==> config.mk <==
export PLATFORM = sky130hd
export DESIGN_NAME = cfg_serial_bank
export DESIGN_NICKNAME = d
export VERILOG_FILES = /design/src/rtl/cfgbank_pkg.sv /design/src/rtl/cfgbank_sync.sv /design/src/rtl/cfgbank_shifter.sv /design/src/rtl/cfgbank_regs.sv /design/src/rtl/cfgbank_norm.sv /design/src/rtl/cfg_serial_bank.sv
export SDC_FILE = /design/constraint.sdc
export NUM_CORES = 1
export LEC_CHECK = 0
export ABC_AREA = 1
export BUFFER_PORTS_ARGS = -buffer_cell sky130_fd_sc_hd__buf_4
export CAP_MARGIN = 20
export CELL_PAD_IN_SITES_DETAIL_PLACEMENT = 1
export CELL_PAD_IN_SITES_GLOBAL_PLACEMENT = 1
export CORE_AREA = 2 2 111 113
export DETAILED_ROUTE_END_ITERATION = 10
export DIE_AREA = 0 0 113 115
export PLACE_DENSITY_LB_ADDON = 0.1
export SYNTH_ARGS = -nofsm -noshare
export SYNTH_HDL_FRONTEND = slang
export SYNTH_HIERARCHICAL = 1
export SYNTH_SLANG_ARGS = --single-unit
==> constraint.sdc <==
create_clock -name clk -period 1.4 [get_ports clk]
set_input_delay 0.21 -clock clk [delete_from_list [all_inputs] [get_ports clk]]
set_output_delay 0.21 -clock clk [all_outputs]
set_load 0.02 [all_outputs]
==> src/rtl/cfgbank_pkg.sv <==
// Shared sizes, select codes and polarity record for the serial
// configuration register bank. Assumes a fixed 12-bit word layout.
package cfgbank_pkg;
    localparam int FRAME_W = 12;
    localparam int SEL_W   = 2;
    localparam int DATA_W  = FRAME_W - SEL_W;
    localparam int GAIN_W  = 9;
    localparam int DAC_W   = 8;
    localparam int CLAMP_W = 7;
    localparam int NSEL    = 1 << SEL_W;

    typedef enum logic [SEL_W-1:0] {
        SEL_GAIN  = 2'b00,
        SEL_DAC   = 2'b01,
        SEL_CLAMP = 2'b10,
        SEL_POL   = 2'b11
    } sel_e;

    typedef struct packed {
        logic sync_fall;
        logic blank_hi;
        logic obclamp_hi;
        logic dclk_hi;
        logic sample_hi;
    } pol_t;

    localparam pol_t POL_RESET = '{sync_fall: 1'b0, blank_hi: 1'b1,
                                   obclamp_hi: 1'b1, dclk_hi: 1'b1,
                                   sample_hi: 1'b1};
endpackage

==> src/rtl/cfgbank_sync.sv <==
// Multi-bit flop-chain synchronizer. Each bit is treated independently;
// assumes inputs change slowly compared with clk. Reset value per bit.
module cfgbank_sync #(
    parameter int               WIDTH   = 4,
    parameter int               STAGES  = 2,
    parameter logic [WIDTH-1:0] RST_VAL = '0
) (
    input  logic             clk,
    input  logic             rst_n,
    input  logic [WIDTH-1:0] d,
    output logic [WIDTH-1:0] q
);
    logic [WIDTH-1:0] stage_q [STAGES];

    // Purpose: move the asynchronous inputs through the flop chain.
    always_ff @(posedge clk) begin
        if (!rst_n) begin
            for (int i = 0; i < STAGES; i++) stage_q[i] <= RST_VAL;
        end else begin
            stage_q[0] <= d;
            for (int i = 1; i < STAGES; i++) stage_q[i] <= stage_q[i-1];
        end
    end

    assign q = stage_q[STAGES-1];
endmodule

==> src/rtl/cfgbank_shifter.sv <==
// Serial word receiver. Shifts a bit on each rising serial clock while the
// strobe is low and reports a word on the strobe's rising edge only when
// exactly FRAME_W bits arrived. Assumes synchronized inputs.
module cfgbank_shifter
    import cfgbank_pkg::*;
(
    input  logic               clk,
    input  logic               rst_n,
    input  logic               sclk_s,
    input  logic               sdat_s,
    input  logic               sen_n_s,
    output logic               frame_valid,
    output logic [FRAME_W-1:0] frame_word
);
    localparam int CNT_W = $clog2(FRAME_W + 2);
    localparam logic [CNT_W-1:0] CNT_FULL = CNT_W'(FRAME_W);
    localparam logic [CNT_W-1:0] CNT_OVER = CNT_W'(FRAME_W + 1);

    logic               sclk_d;
    logic               sen_d;
    logic [CNT_W-1:0]   bit_cnt;
    logic [FRAME_W-1:0] shift_q;
    logic               sclk_rise;
    logic               sen_rise;

    assign sclk_rise = sclk_s & ~sclk_d;
    assign sen_rise  = sen_n_s & ~sen_d;

    // Purpose: count and shift bits, then release a complete word.
    always_ff @(posedge clk) begin
        if (!rst_n) begin
            sclk_d      <= 1'b0;
            sen_d       <= 1'b1;
            bit_cnt     <= '0;
            shift_q     <= '0;
            frame_valid <= 1'b0;
            frame_word  <= '0;
        end else begin
            sclk_d      <= sclk_s;
            sen_d       <= sen_n_s;
            frame_valid <= 1'b0;
            if (sen_n_s) begin
                bit_cnt <= '0;
                if (sen_rise && bit_cnt == CNT_FULL) begin
                    frame_valid <= 1'b1;
                    frame_word  <= shift_q;
                end
            end else if (sclk_rise) begin
                shift_q <= {shift_q[FRAME_W-2:0], sdat_s};
                if (bit_cnt != CNT_OVER) bit_cnt <= bit_cnt + CNT_W'(1);
            end
        end
    end
endmodule

==> src/rtl/cfgbank_regs.sv <==
// Staging and active register sets. A valid word writes the staging copy
// picked by its select bits; the active copies load from staging on the
// programmed frame sync edge. Assumes a synchronized sync input.
module cfgbank_regs
    import cfgbank_pkg::*;
(
    input  logic               clk,
    input  logic               rst_n,
    input  logic               frame_valid,
    input  logic [FRAME_W-1:0] frame_word,
    input  logic               sync_s,
    output logic [NSEL-1:0]    wr_en,
    output logic               apply,
    output logic [GAIN_W-1:0]  stage_gain,
    output logic [GAIN_W-1:0]  gain_code,
    output logic [DAC_W-1:0]   dac_code,
    output logic [CLAMP_W-1:0] clamp_code,
    output pol_t               pol_q
);
    logic [DATA_W-1:0]  payload;
    logic [DAC_W-1:0]   stage_dac;
    logic [CLAMP_W-1:0] stage_clamp;
    pol_t               stage_pol;
    pol_t               pol_word;
    logic               sync_d;
    logic               unused_payload;

    assign payload        = frame_word[DATA_W-1:0];
    assign unused_payload = ^{payload[9], payload[4], payload[2]};

    // Purpose: one write enable per select code.
    for (genvar s = 0; s < NSEL; s++) begin : g_wr
        assign wr_en[s] = frame_valid &&
                          (frame_word[FRAME_W-1 -: SEL_W] == SEL_W'(s));
    end

    assign pol_word = '{sync_fall: payload[6], blank_hi: payload[5],
                        obclamp_hi: payload[3], dclk_hi: payload[1],
                        sample_hi: payload[0]};

    assign apply = pol_q.sync_fall ? (sync_d & ~sync_s) : (~sync_d & sync_s);

    // Purpose: capture accepted words in their staging copies.
    always_ff @(posedge clk) begin
        if (!rst_n) begin
            stage_gain  <= '0;
            stage_dac   <= '0;
            stage_clamp <= '0;
            stage_pol   <= POL_RESET;
        end else begin
            if (wr_en[int'(SEL_GAIN)])  stage_gain  <= payload[GAIN_W-1:0];
            if (wr_en[int'(SEL_DAC)])   stage_dac   <= payload[DAC_W-1:0];
            if (wr_en[int'(SEL_CLAMP)]) stage_clamp <= payload[CLAMP_W-1:0];
            if (wr_en[int'(SEL_POL)])   stage_pol   <= pol_word;
        end
    end

    // Purpose: detect sync edges and copy staging into the active set.
    always_ff @(posedge clk) begin
        if (!rst_n) begin
            sync_d     <= 1'b0;
            gain_code  <= '0;
            dac_code   <= '0;
            clamp_code <= '0;
            pol_q      <= POL_RESET;
        end else begin
            sync_d <= sync_s;
            if (apply) begin
                gain_code  <= stage_gain;
                dac_code   <= stage_dac;
                clamp_code <= stage_clamp;
                pol_q      <= stage_pol;
            end
        end
    end
endmodule

==> src/rtl/cfgbank_norm.sv <==
// Pulse normaliser. Turns each raw timing pulse into an active-high pulse
// using the active polarity bits; the dummy clamp is fixed active low.
// Purely combinational; assumes the raw pulses are already clean levels.
module cfgbank_norm
    import cfgbank_pkg::*;
(
    input  pol_t pol,
    input  logic pre_smp_in,
    input  logic dat_smp_in,
    input  logic pix_clk_in,
    input  logic ob_clamp_in,
    input  logic blank_in,
    input  logic dummy_clamp_in,
    output logic pre_smp_act,
    output logic dat_smp_act,
    output logic pix_clk_act,
    output logic ob_clamp_act,
    output logic blank_act,
    output logic dummy_clamp_act
);
    localparam int NP = 5;

    logic [NP-1:0] raw_v;
    logic [NP-1:0] hi_v;
    logic [NP-1:0] act_v;
    logic          unused_fall;

    assign unused_fall = pol.sync_fall;
    assign raw_v = {blank_in, ob_clamp_in, pix_clk_in, dat_smp_in, pre_smp_in};
    assign hi_v  = {pol.blank_hi, pol.obclamp_hi, pol.dclk_hi,
                    pol.sample_hi, pol.sample_hi};

    // Purpose: invert each pulse whose polarity bit says active low.
    for (genvar g = 0; g < NP; g++) begin : g_norm
        assign act_v[g] = raw_v[g] ^ ~hi_v[g];
    end

    assign {blank_act, ob_clamp_act, pix_clk_act, dat_smp_act, pre_smp_act} = act_v;
    assign dummy_clamp_act = ~dummy_clamp_in;
endmodule

==> src/rtl/cfg_serial_bank.sv <==
// Top of the serial configuration register bank: synchronizers, word
// receiver, staged register set and pulse normaliser. Assumes the serial
// clock is far slower than clk (a few system cycles per level).
module cfg_serial_bank
    import cfgbank_pkg::*;
#(
    parameter int SYNC_STAGES = 2
) (
    input  logic               clk,
    input  logic               rst_n,
    input  logic               ser_clk,
    input  logic               ser_data,
    input  logic               ser_strobe_n,
    input  logic               frame_sync,
    input  logic               pre_smp_in,
    input  logic               dat_smp_in,
    input  logic               pix_clk_in,
    input  logic               ob_clamp_in,
    input  logic               blank_in,
    input  logic               dummy_clamp_in,
    output logic               pre_smp_act,
    output logic               dat_smp_act,
    output logic               pix_clk_act,
    output logic               ob_clamp_act,
    output logic               blank_act,
    output logic               dummy_clamp_act,
    output logic [GAIN_W-1:0]  gain_code,
    output logic [DAC_W-1:0]   dac_code,
    output logic [CLAMP_W-1:0] clamp_code
);
    logic [3:0]         sync_q;
    logic               frame_valid;
    logic [FRAME_W-1:0] frame_word;
    logic [NSEL-1:0]    wr_en;
    logic               apply;
    logic [GAIN_W-1:0]  stage_gain;
    pol_t               pol_q;

    cfgbank_sync #(.WIDTH(4), .STAGES(SYNC_STAGES), .RST_VAL(4'b0100)) sync_i (
        .clk   (clk),
        .rst_n (rst_n),
        .d     ({frame_sync, ser_strobe_n, ser_data, ser_clk}),
        .q     (sync_q)
    );

    cfgbank_shifter shift_i (
        .clk         (clk),
        .rst_n       (rst_n),
        .sclk_s      (sync_q[0]),
        .sdat_s      (sync_q[1]),
        .sen_n_s     (sync_q[2]),
        .frame_valid (frame_valid),
        .frame_word  (frame_word)
    );

    cfgbank_regs regs_i (
        .clk         (clk),
        .rst_n       (rst_n),
        .frame_valid (frame_valid),
        .frame_word  (frame_word),
        .sync_s      (sync_q[3]),
        .wr_en       (wr_en),
        .apply       (apply),
        .stage_gain  (stage_gain),
        .gain_code   (gain_code),
        .dac_code    (dac_code),
        .clamp_code  (clamp_code),
        .pol_q       (pol_q)
    );

    cfgbank_norm norm_i (
        .pol             (pol_q),
        .pre_smp_in      (pre_smp_in),
        .dat_smp_in      (dat_smp_in),
        .pix_clk_in      (pix_clk_in),
        .ob_clamp_in     (ob_clamp_in),
        .blank_in        (blank_in),
        .dummy_clamp_in  (dummy_clamp_in),
        .pre_smp_act     (pre_smp_act),
        .dat_smp_act     (dat_smp_act),
        .pix_clk_act     (pix_clk_act),
        .ob_clamp_act    (ob_clamp_act),
        .blank_act       (blank_act),
        .dummy_clamp_act (dummy_clamp_act)
    );
endmodule

==> flow_metrics.env, run 1 <==
export IMPL_power_per_cell_area_nw_per_um2=1180
export IMPL_final_design_area_no_fill_sq_um=4600
export IMPL_grt_pass1_vias=3353
export IMPL_cts_reportedPaths_clkPinSlew_ns=0.06
export IMPL_final_util_pct=38.9
export IMPL_die_area_sq_um=13000
export IMPL_clock_path_buffers=2
export IMPL_drtIter0Drc=159
export IMPL_layout_worst_path_cycle_share_pct=90.7
export IMPL_grt_start_max_net_pins=50
export IMPL_h_tree_levels=3
export IMPL_num_rows=40
export IMPL_multiInputGateArea_sq_um=1530
export IMPL_max_slew_margin_pct=73.2
export IMPL_syn_mean_instance_area_sq_um=7.50
export IMPL_top_level_ports=42
export IMPL_crit_slowest_cell="sky130_fd_sc_hd__dfxtp_1"
export IMPL_grt_setup_unrepaired="no"
export IMPL_required_ns=1.63
export IMPL_clock_sink_count=97
export IMPL_setup_ws_ns=0.130
export IMPL_fmaxAchievable_ghz=0.787
export IMPL_avgViaCountPerCell=4.61
export IMPL_dp_slack_ns=-0.0202
export IMPL_clock_skew_ns=0.00408
export IMPL_cpLargestDelayFamily="flip-flops"
export IMPL_cts_hold_repair_buffers=0
export IMPL_final_setup_viol_count=0
export IMPL_total_via_count_in_the_routed_design=3252
export IMPL_numPortBuffers=41
export IMPL_cp_data_arrival_time_ns=1.50
export IMPL_finalWeightedCongestion=0.737
export IMPL_vdd_drop_max_mv=0.620
export IMPL_leakage_component_of_the_power_nw=2.20
export IMPL_failed_checks="design-rule violations"
export IMPL_critical_path_class="reg -> reg"
export IMPL_post_detail_place_hpwl_microns=6250
export IMPL_final_hold_violation_count=0
export IMPL_worst_skew_pair_late_latency_ns=0.34
export IMPL_totalWireLength_microns=8990
export IMPL_cts_root_buf="sky130_fd_sc_hd__clkbuf_16"
export IMPL_status="finished with violations"
export IMPL_worst_setup_path_end_kind="register"
export IMPL_die_height_microns=115
export IMPL_num_antenna_cells=0
export IMPL_regToRegSetupSlack_ns=0.13
export IMPL_numCtsBuffers=9
export IMPL_rr_worst_depth=6
export IMPL_hold_path_class="in -> reg"
export IMPL_final_max_slew_violation_count=0
export IMPL_share_of_cells_above_drive_strength_1_pct=15.2
export IMPL_post_cts_buffers=0
export IMPL_fillCellCount=1471
export IMPL_critical_path_cell_chain="inv_1 -> ha_1 -> nand3_1 -> nand2_1 -> o21ai_0 -> nor2_1"
export IMPL_drcViolationCount=4
export IMPL_antenna_violations_before_repair=0
export IMPL_hold_depth=3
export IMPL_globalRouteTotalUtil_pct=14.6
export IMPL_placed_cell_area_sq_um=4330
export IMPL_final_stage_net_count=572
export IMPL_worst_path_buf_inv=1
export IMPL_grt_pass1_wl_microns=15400
export IMPL_synthesis_nets=536
export IMPL_worst_stage_delay_on_the_critical_path_ns=0.36
export IMPL_cts_tree="done"
export IMPL_maxCapViolCount=0
export IMPL_worstSetupStartpointType="register"
export IMPL_syn_instance_count=521
export IMPL_register_area_sq_um=1940
export IMPL_synthesis_area_sq_um=3910
export IMPL_design_power_total_mw=5.42
export IMPL_layout_area_overhead_vs_synth_pct=17.7
export IMPL_placeableCoreArea_sq_um=11800
export IMPL_crit_cells=6
export IMPL_setup_tns_ns=0
export IMPL_route_detailed_wl_per_inst_microns=12.7
export IMPL_dr_pass1_iters=7
export IMPL_floorplan_die_width_microns=113
export IMPL_detail_route_antenna_nets=0
export IMPL_initial_cell_density_of_the_core_pct=33.1
export IMPL_min_period_ns=1.27
export IMPL_global_route_overflow_total=0
export IMPL_worstMarginPinSlew_ns=0.401
export IMPL_yosys_warnings=6
export IMPL_critPathMaxFanout=5
[worst paths after layout]
| kind | from | endpoint |
|---|---|---|
| worst max-delay path | shift_i/bit_cnt[1]$_SDFFE_PP0P_ | shift_i/bit_cnt[1]$_SDFFE_PP0P_ |
| worst min register to register | sync_i/stage_q[0][2]$_SDFF_PN1_ | sync_i/stage_q[0][6]$_SDFF_PN1_ |
| worst max register to register | shift_i/bit_cnt[1]$_SDFFE_PP0P_ | shift_i/bit_cnt[1]$_SDFFE_PP0P_ |
| worst min-delay path | ser_strobe_n | sync_i/stage_q[0][2]$_SDFF_PN1_ |
[metrics by stage]
stage | cells | hold WS, ns
global placement | 692 | 0.380
floorplan | 521 | 0.295
finish | 706 | 0.0396
CTS | 705 | 0.0268
global route | 706 | 0.0524
detailed placement | 692 | 0.386
[what timing repair did]
| item | in CTS | in global routing |
|---|---|---|
| gates cloned | 0 | 1 |
| endpoints found under the setup margin | 9 | 11 |
| hold endpoints to repair | 0 | 0 |
| gates resized for setup | 1 | 4 |
[layout make-up]
cell class,count,area share (%)
multi-input combinational,334,33.2
clock inverter,1,0.109
tap,147,4.00
sequential,97,42.2
timing repair buffer,52,9.85
clock buffer,12,5.36
inverter,63,5.25
[cell usage in the layout, fill, tap and decap left out, types with 3 or more instances in the layout]
| master | count |
|---|---|
| sky130_fd_sc_hd__nand2_2 | 4 |
| sky130_fd_sc_hd__nor2_4 | 4 |
| sky130_fd_sc_hd__buf_4 | 47 |
| sky130_fd_sc_hd__ha_1 | 3 |
| sky130_fd_sc_hd__o21ai_0 | 38 |
| sky130_fd_sc_hd__buf_12 | 5 |
| sky130_fd_sc_hd__nand2_1 | 82 |
| sky130_fd_sc_hd__inv_1 | 54 |
| sky130_fd_sc_hd__clkbuf_16 | 9 |
| sky130_fd_sc_hd__a21oi_1 | 38 |
| sky130_fd_sc_hd__nor2_1 | 107 |
| sky130_fd_sc_hd__dfxtp_1 | 97 |
| sky130_fd_sc_hd__nand3_1 | 49 |
| sky130_fd_sc_hd__inv_2 | 8 |
[where the power goes]
part	total (mW)	internal (mW)	switching [mW]	leakage, nW
Combinational	0.398	0.165	0.233	1.29
Sequential	2.84	2.81	0.0269	0.787
Clock	2.18	1.22	0.959	0.124
[per-layer routing]
layer	up-vias	track usage [%]	share of wire (%)
li1	1704	-	-
met1	1498	17.7	48
met2	37	25.7	47
met3	13	3.32	3.0
met4	0	5.04	1.7
met5	-	0	0
[worst register-to-register path: cells and delay by family (launching register included)]
family                   cells  cell delay [ns]
buffers and inverters        1             0.08
adder cells (fa/ha/maj)      1             0.18
flip-flops                   1             0.36
AO/OA/AOI/OAI                1             0.23
AND/OR/NAND/NOR              3             0.31
[sequential cells by signal, indices dropped and copies added, names as in the netlist]
register and cells:
shift_i/frame_word 11, regs_i/stage_dac 8, regs_i/clamp_code 7, regs_i/dac_code 8
shift_i/bit_cnt 4, shift_i/sen_d 1, sync_i/stage_q 8, regs_i/stage_pol 5
shift_i/frame_valid 1, regs_i/stage_clamp 7, shift_i/sclk_d 1, regs_i/stage_gain 9
regs_i/sync_d 1, regs_i/pol_q 5, shift_i/shift_q 12, regs_i/gain_code 9
Note: power is estimated with default switching activity, not from simulation.
==> run 2: changes to the inputs <==
Settings changed: CORE_AREA 2 2 111 113 to 2 2 106 108, DIE_AREA 0 0 113 115 to 0 0 108 110, RECOVER_POWER set to 25, SYNTH_HIERARCHICAL 1 to unset.
Clock period 1.4 ns to 1.6 ns, I/O delays scaled along.
==> flow_metrics.env, run 2 <==
export IMPL_status="completed"
export IMPL_final_stage_net_count=496
export IMPL_worst_stage_delay_on_the_critical_path_ns=0.40
export IMPL_worstSetupStartpointType="register"
export IMPL_fmaxAchievable_ghz=0.726
export IMPL_regToRegStartpoint="shift_i.bit_cnt[0]$_SDFFE_PP0P_"
export IMPL_globalRouteTotalUtil_pct=14.3
export IMPL_regToRegSetupSlack_ns=0.22
export IMPL_antenna_violations_before_repair=0
export IMPL_layout_worst_path_cycle_share_pct=86.1
export IMPL_critical_path_cell_chain="inv_1 -> ha_1 -> inv_1 -> nor2_2 -> nand2_2 -> inv_2 -> nor2_1 -> nor2_1"
export IMPL_place_detailed_instances=610
export IMPL_route_detailed_wl_per_inst_microns=12.5
export IMPL_synth_yosys_seq_area_share_pct=54.8
export IMPL_final_common_cell="sky130_fd_sc_hd__nor2_1"
export IMPL_cell_internal_power_mw=3.33
export IMPL_synthesis_nets=457
export IMPL_critPathMaxFanout=13
export IMPL_synth_top_area_share_pct=54.8
export IMPL_cts_root_buf="sky130_fd_sc_hd__clkbuf_8"
export IMPL_layout_cells_non_filler=625
export IMPL_sequentialPowerShare_pct=56.6
export IMPL_synth_xor_xnor_area_share_pct=1.48
export IMPL_wl_met1_microns=3960
export IMPL_fin_hold_ws_ns=0.0540
export IMPL_post_detail_place_hpwl_microns=5200
export IMPL_netSwitchingPower_mw=1.06
export IMPL_worstMarginPinSlew_ns=0.391
export IMPL_synth_ff_type="sky130_fd_sc_hd__dfxtp_1"
export IMPL_h_tree_levels=3
export IMPL_die_area_sq_um=11900
export IMPL_detail_route_antenna_nets=0
export IMPL_synth_compound_gate_area_share_pct=11.5
export IMPL_post_synth_top_count_cell="sky130_fd_sc_hd__nor2_1"
export IMPL_numPortBuffers=41
export IMPL_crit_cells=8
export IMPL_final_hold_violation_count=0
export IMPL_grt_start_max_net_pins=52
export IMPL_maxCapViolCount=0
export IMPL_clock_path_buffers=2
export IMPL_muxShareOfSynthArea_pct=0
export IMPL_yosys_warnings=0
export IMPL_avgViaCountPerCell=4.54
export IMPL_critPathCapture="shift_i.frame_word[10]$_SDFFE_PN0P_"
export IMPL_regToRegEndpoint="shift_i.frame_word[10]$_SDFFE_PN0P_"
export IMPL_vdd_drop_max_mv=0.315
export IMPL_dr_pass1_iters=4
export IMPL_num_antenna_cells=0
export IMPL_main_combinational_cell_family_by_area_after_synthesis="simple AND/OR/NAND/NOR gates"
export IMPL_grt_pass1_vias=2858
export IMPL_synthesis_area_sq_um=3540
export IMPL_clock_skew_ns=0.0144
export IMPL_cpLargestDelayFamily="flip-flops"
export IMPL_largest_reg_flops=12
export IMPL_die_height_microns=110
export IMPL_cts_reportedPaths_clkPinSlew_ns=0.09
export IMPL_yosys_cell_types=25
export IMPL_p_sw_share_pct=24.1
export IMPL_num_rows=38
export IMPL_setup_tns_ns=0
export IMPL_wl_met2_microns=3510
export IMPL_cts_tree="done"
export IMPL_totalWireLength_microns=7830
export IMPL_drcViolationCount=0
export IMPL_hold_path_class="in -> reg"
export IMPL_crit_slowest_cell="sky130_fd_sc_hd__dfxtp_1"
export IMPL_grt_setup_unrepaired="no"
export IMPL_worst_skew_pair_late_latency_ns=0.37
export IMPL_yosys_area_share_simple_pct=24.1
export IMPL_cts_hold_repair_buffers=0
export IMPL_total_via_count_in_the_routed_design=2838
export IMPL_cts_repair_resized=0
export IMPL_floorplan_die_width_microns=108
export IMPL_numCtsBuffers=9
export IMPL_synthDominantAreaCellType="sky130_fd_sc_hd__dfxtp_1"
export IMPL_global_route_overflow_total=0
export IMPL_placeableCoreArea_sq_um=10700
export IMPL_required_ns=1.85
export IMPL_final_max_slew_violation_count=0
export IMPL_share_of_cells_above_drive_strength_1_pct=12.4
export IMPL_leakage_component_of_the_power_nw=1.75
export IMPL_grt_pass1_wl_microns=13400
export IMPL_initial_cell_density_of_the_core_pct=33.1
export IMPL_min_period_ns=1.38
export IMPL_pwr_share_clk_pct=36.8
export IMPL_finalWeightedCongestion=0.731
export IMPL_startpoint="shift_i.bit_cnt[0]$_SDFFE_PP0P_"
export IMPL_synth_seq_cells=97
export IMPL_regs_by_ff_count="shift_i.shift_q (12), shift_i.frame_word (11)"
export IMPL_worst_setup_path_end_kind="register"
export IMPL_design_power_total_mw=4.38
export IMPL_rr_worst_depth=8
export IMPL_netlist_top_cells_area="sky130_fd_sc_hd__dfxtp_1, sky130_fd_sc_hd__nor2_1, sky130_fd_sc_hd__o21ai_0, sky130_fd_sc_hd__nand2_1, sky130_fd_sc_hd__nand3_1"
export IMPL_mostFrequentLayoutCells="sky130_fd_sc_hd__nor2_1, sky130_fd_sc_hd__dfxtp_1, sky130_fd_sc_hd__o21ai_0"
export IMPL_synth_async_sr_flop_share_pct=0
export IMPL_clock_sink_count=97
export IMPL_setup_ws_ns=0.223
export IMPL_gate_power_share_pct=6.6
export IMPL_max_slew_margin_pct=73.9
export IMPL_syn_mean_instance_area_sq_um=8.02
export IMPL_final_setup_viol_count=0
export IMPL_synthAdderAreaFrac_pct=1.06
export IMPL_largest_register="shift_i.shift_q"
export IMPL_number_of_enable_type_register_cells_in_the_synthesized_netlist=0
export IMPL_highest_routing_layer_actually_used="met4"
export IMPL_synth_common_cells="sky130_fd_sc_hd__nor2_1, sky130_fd_sc_hd__dfxtp_1, sky130_fd_sc_hd__o21ai_0"
export IMPL_worst_path_buf_inv=3
export IMPL_met3RoutedLength_microns=208
export IMPL_drtIter0Drc=91
export IMPL_power_per_cell_area_nw_per_um2=1080
export IMPL_syn_instance_count=442
export IMPL_layout_area_overhead_vs_synth_pct=14.8
export IMPL_post_cts_buffers=0
export IMPL_top_level_ports=42
export IMPL_dp_slack_ns=0.240
export IMPL_critical_path_class="reg -> reg"
export IMPL_cp_data_arrival_time_ns=1.63
==> run 2: cell count changes in the layout (fill, tap and decap cells not counted), moves of 4 or more <==
cell and delta:
sky130_fd_sc_hd__clkbuf_1 +18, sky130_fd_sc_hd__nand2_1 -35, sky130_fd_sc_hd__buf_12 -4, sky130_fd_sc_hd__buf_4 -20, sky130_fd_sc_hd__clkbuf_8 +9, sky130_fd_sc_hd__xnor2_1 +5
sky130_fd_sc_hd__clkbuf_16 -9, sky130_fd_sc_hd__o21ai_0 +19, sky130_fd_sc_hd__inv_1 -29, sky130_fd_sc_hd__o21ai_2 +5, sky130_fd_sc_hd__inv_2 -5, sky130_fd_sc_hd__a21oi_1 -25
sky130_fd_sc_hd__nor2_1 +25, sky130_fd_sc_hd__nand3_1 -26
==> run 2: logic make-up after synthesis <==
group / count (synthesis)
AO/OA/AOI/OAI: 77
XOR/XNOR: 6
adder cells (fa/ha/maj): 3
buffers and inverters: 48
flip-flops: 97
AND/OR/NAND/NOR: 211
==> run 2: worst min-delay path by stage <==
stage | start | to | slack [ns] | depth (start not counted)
floorplan | ser_clk | sync_i.stage_q[0][0]$_SDFF_PN0_ | 0.34 | 2
global placement | sync_i.stage_q[0][1]$_SDFF_PN0_ | sync_i.stage_q[0][5]$_SDFF_PN0_ | 0.40 | 2
detailed placement | sync_i.stage_q[0][1]$_SDFF_PN0_ | sync_i.stage_q[0][5]$_SDFF_PN0_ | 0.41 | 2
CTS | ser_data | sync_i.stage_q[0][1]$_SDFF_PN0_ | 0.04 | 3
global route | frame_sync | sync_i.stage_q[0][3]$_SDFF_PN0_ | 0.04 | 3
finish | ser_data | sync_i.stage_q[0][1]$_SDFF_PN0_ | 0.05 | 3
==> run 2: per-layer routing <==
| metal | vias up | track usage, % |
|---|---|---|
| met2 | 33 | 22.9 |
| met5 | - | 0 |
| met1 | 1321 | 18.9 |
| li1 | 1472 | - |
| met4 | 0 | 6.59 |
| met3 | 12 | 2.65 |
==> run 2: cell type report <==
type / instances / area (sq um)
inverters: 29 / 111
multi-input cells: 297 / 1350
clock buffers: 11 / 141
flip-flops and latches: 97 / 1940
repair buffers: 47 / 294
clock inverters: 4 / 53.8
fillers: 1348 / 6630
well taps: 140 / 175
==> run 2: worst min-delay path, cell delays in order <==
cell                      delay (ns)
sky130_fd_sc_hd__buf_4          0.08
sky130_fd_sc_hd__nand2_1        0.04
sky130_fd_sc_hd__inv_1          0.04
==> run 2: power by group through the flow <==
stage                     Clock [mW]  Combinational (mW)  Sequential, mW
after CTS                       1.67               0.316            2.48
after global routing            1.77               0.325            2.49
after global placement             0               0.312            2.54
after detailed placement           0               0.315            2.54
after floorplan                    0               0.159            2.57
final                           1.61               0.289            2.48
==> run 2: stage by stage <==
stage / util (%) / cell area, sq um
after floorplan: - / 3540
after global placement: 36.9 / 3950
after detailed placement: 36.9 / 3950
after CTS: 38.7 / 4140
after global routing: 38.0 / 4070
final: 38.0 / 4070
